`config.mk`:
```
export PLATFORM = sky130hd
export DESIGN_NAME = clk_prescaler
export DESIGN_NICKNAME = d
export VERILOG_FILES = /design/src/rtl/clk_prescaler.sv
export SDC_FILE = /design/constraint.sdc
export NUM_CORES = 1
export LEC_CHECK = 0
export BUFFER_PORTS_ARGS = -buffer_cell sky130_fd_sc_hd__buf_4
export CAP_MARGIN = 20
export CORE_MARGIN = 1.5
export CORE_UTILIZATION = 52
export DETAILED_ROUTE_END_ITERATION = 7
export GPL_ROUTABILITY_DRIVEN = 0
export PLACE_DENSITY = 0.76
export SYNTH_ARGS = -nofsm -noshare
export SYNTH_HDL_FRONTEND = slang
export SYNTH_SLANG_ARGS = --single-unit
```
`constraint.sdc`:
```
create_clock -name clk -period 2 [get_ports clk]
set_input_delay 0.2 -clock clk [delete_from_list [all_inputs] [get_ports clk]]
set_output_delay 0.2 -clock clk [all_outputs]
set_load 0.05 [all_outputs]
```
`src/rtl/clk_prescaler.sv`:
```
module clk_prescaler #(
  parameter int W        = 8,
  parameter int ADDR_W   = 4,
  parameter logic [ADDR_W-1:0] REG_ADDR = 4'hE
) (
  input  logic              clk,
  input  logic              rst,
  input  logic [ADDR_W-1:0] addr,
  input  logic              wr_en,
  input  logic [W-1:0]      wr_data,
  output logic [W-1:0]      rd_data,
  output logic              clk_out
);
  localparam logic [W-1:0] BYPASS = '1;

  logic [W-1:0] ctl_q;
  logic [W-1:0] n_hold;
  logic [W-1:0] cnt_q;
  logic         div_q;
  logic         byp_act;

  wire hit      = (addr == REG_ADDR);
  wire boundary = (cnt_q == n_hold);

  always_ff @(posedge clk) begin
    if (rst)               ctl_q <= BYPASS;
    else if (wr_en && hit) ctl_q <= wr_data;
  end

  assign rd_data = hit ? ctl_q : '0;

  always_ff @(posedge clk) begin
    if (rst) begin
      n_hold <= BYPASS;
      cnt_q  <= '0;
      div_q  <= 1'b0;
    end else if (byp_act) begin
      n_hold <= ctl_q;
      cnt_q  <= '0;
      div_q  <= 1'b0;
    end else if (boundary) begin
      n_hold <= ctl_q;
      cnt_q  <= '0;
      div_q  <= (ctl_q == BYPASS) ? 1'b0 : ~div_q;
    end else begin
      cnt_q  <= cnt_q + 1'b1;
    end
  end

  always_ff @(negedge clk) begin
    if (rst)         byp_act <= 1'b1;
    else if (!div_q) byp_act <= (n_hold == BYPASS);
  end

  assign clk_out = (clk & byp_act) | (div_q & ~byp_act);

  assert_reset_state_R1: assert property (@(posedge clk)
    $past(rst) |-> (ctl_q == BYPASS && cnt_q == '0 && !div_q))
    else $error("reset state wrong");

  assert_bypass_div_low_R3: assert property (@(posedge clk) disable iff (rst)
    byp_act |-> !div_q)
    else $error("divider active during pass-through");

  assert_write_taken_R4: assert property (@(posedge clk) disable iff (rst)
    (wr_en && hit) |=> (ctl_q == $past(wr_data)))
    else $error("write not stored");

  assert_write_ignored_R5: assert property (@(posedge clk) disable iff (rst)
    (wr_en && !hit) |=> (ctl_q == $past(ctl_q)))
    else $error("foreign write changed control value");

  assert_switch_low_R7: assert property (@(posedge clk) disable iff (rst)
    (byp_act != $past(byp_act)) |-> !div_q)
    else $error("source switched while divided clock high");
endmodule

```
==> results_dict.tcl <==
set metrics [dict create \
    report.final.slew_viol_count 0 \
    first_iter_violations 32 \
    fin_area_um2 1650 \
    drt-vias-per-instance 5.30 \
    row_count 17 \
    grt_usage_pct 27.1 \
    ys_warn_count 0 \
    cts_tree "built" \
    netlist_instances 138 \
    endpoint_kind "output port" \
    hold_viol 0 \
    wl_per_cell_um 14.5 \
    yosys_register_bits 26 \
    dieArea_um2 2560 \
    die_h_um 50.6 \
    postSynthAreaPerCell_um2 8.54 \
    required_ns 1.80 \
    yosys.area_share.adder_pct 1.06 \
    powerDensity_nw_per_um2 728 \
    start_util_pct 54.3 \
    seq_area_frac_synth_pct 44.2 \
    grt_antenna_before_repair 0 \
    critPathKind "reg2out" \
    port_buffers 23 \
    cp.arrival_ns 2.30 \
    rsz0062_at_grt "true" \
    relSlewSlack_pct 79.2 \
    layout-drive-gt1-share_pct 27.4 \
    cap_violations 0 \
    hpwl_um 1850 \
    drtAntennaViolNets 0 \
    grt_pass1_wl_um 5060 \
    tightestPinTransition_ns 0.312 \
    drc 0 \
    synth-xor-area-share_pct 10.4 \
    ys.flop_type "dfxtp_1" \
    grt_pass1_vias 1119 \
    grt_overflow 0 \
    synth_compound_area_share_pct 4.03 \
    synthSimpleGateAreaFrac_pct 29.9 \
    clock_skew_ns 0.0809 \
    clock_latency_ns 0.51 \
    dr.pass1.iters 4 \
    synth_top_area_cell "dfxtp_1" \
    finalSetupViolCount 17 \
    finalWorstSetupSlack_ns -0.501 \
    ir_drop_mv 0.645 \
    hold_class "in2reg" \
    outcome "finished, violations left" \
    final_common_cell "dfxtp_1" \
    path_clk_slew_ns 0.14 \
    final_cell_mix "dfxtp_1, buf_4, nand2_1, nor2_1, xnor2_1" \
    core-area_um2 2170 \
    area_delta_synth_final_pct 39.6 \
    place_area_um2 1400 \
    grt_max_degree 26 \
    violations "negative setup slack" \
    total_leakage_power_nw 0.684 \
    nets 192 \
    synth.distinct_cells 25 \
    post-place-cells 186 \
    synth-edff-count 0 \
    dr_total_vias 1075 \
    crit_path_max_fanout 2 \
    netlist_area_um2 1180 \
    die_w_um 50.6 \
    final_util_pct 75.8 \
    synth.top_cell.area_share_pct 44.2 \
    synth_top_family_by_area "simple AND/OR/NAND/NOR gates" \
    routed_wirelength_um 2950 \
    critPathLaunchType "register" \
    io_pins 24 \
    synth_mux_area_share_pct 7.75 \
    synth_area_leaders "dfxtp_1, xnor2_1, mux2i_1" \
    total_power_mw 1.20 \
    synthArstFlopShare_pct 0 \
    stdcell_count 203 \
    insertedDiodeCount 0 \
    synth_nets 154 \
]
metrics by stage:
step,TNS [ns],setup WS (ns),hold WS [ns]
6_report,-2.28,-0.501,0.233
5_1_grt,-3.19,-0.538,0.246
4_1_cts,-1.80,-0.492,0.209
3_5_place_dp,-0.0582,-0.0272,0.418
3_3_place_gp,-0.0158,-0.0158,0.408
2_1_floorplan,-0.0103,-0.00986,0.324
report_power, final:
group	leakage [nW]	internal (mW)	switching, mW
Combinational	0.417	0.0664	0.0609
Sequential	0.210	0.526	0.00806
Clock	0.0573	0.260	0.277
worst max-delay path, stage by stage, from the launching register on:
cell and delay (ns):
dfxtp_2 0.34, mux2_4 0.30, buf_8 0.15
final timing paths:
path	start	to	slack, ns	depth (start not counted)
hold / removal	wr_en	ctl_q[3]	0.23	4
setup / recovery	byp_act	clk_out	-0.50	2
hold reg to reg	cnt_q[0]	cnt_q[0]	0.53	1
setup reg to reg	byp_act	n_hold[3]	-0.19	4
final cells by class:
class / count / area [µm²]
Multi-Input combinational cell: 104 / 688
Fill cell: 149 / 524
Sequential cell: 26 / 522
Timing Repair Buffer: 35 / 319
Clock buffer: 8 / 73.8
Tap cell: 28 / 35.0
Clock inverter: 1 / 3.75
Inverter: 1 / 3.75
cell families after synthesis:
group,count (synthesis)
buf+inv,8
compound gates,6
mux,9
simple gates,74
xor+xnor,14
fa+ha+maj,1
flops,26
layer usage:
layer,routed length (µm),up-vias,GRT usage [%]
met5,0,-,0
li1,-,537,-
met1,1280,503,33.6
met4,74,0,17.1
met2,1480,26,42.5
met3,111,9,5.95
state kept, by name, indices dropped and copies added, names as in the netlist:
register	flops
n_hold	8
byp_act	1
div_q	1
ctl_q	8
cnt_q	8
timing repair:
item / in CTS / in global routing
pin swaps: 6 / 1
setup buffers: 1 / 0
gates resized for setup: 14 / 3
cloned: 1 / 0
hold buffers: 8 / 0
endpoints found under the hold margin: 8 / 0
endpoints found under the setup margin: 17 / 17
cells in the mapped netlist (all sizes together), types with 2 or more instances:
cell type	n
dfxtp	26
nor3	8
nor2	18
mux2i	8
nand2	19
and3	2
nand4	6
xor2	2
and2	9
nand3	10
clkbuf	5
xnor2	12
Power figures use the tool's default switching activity.
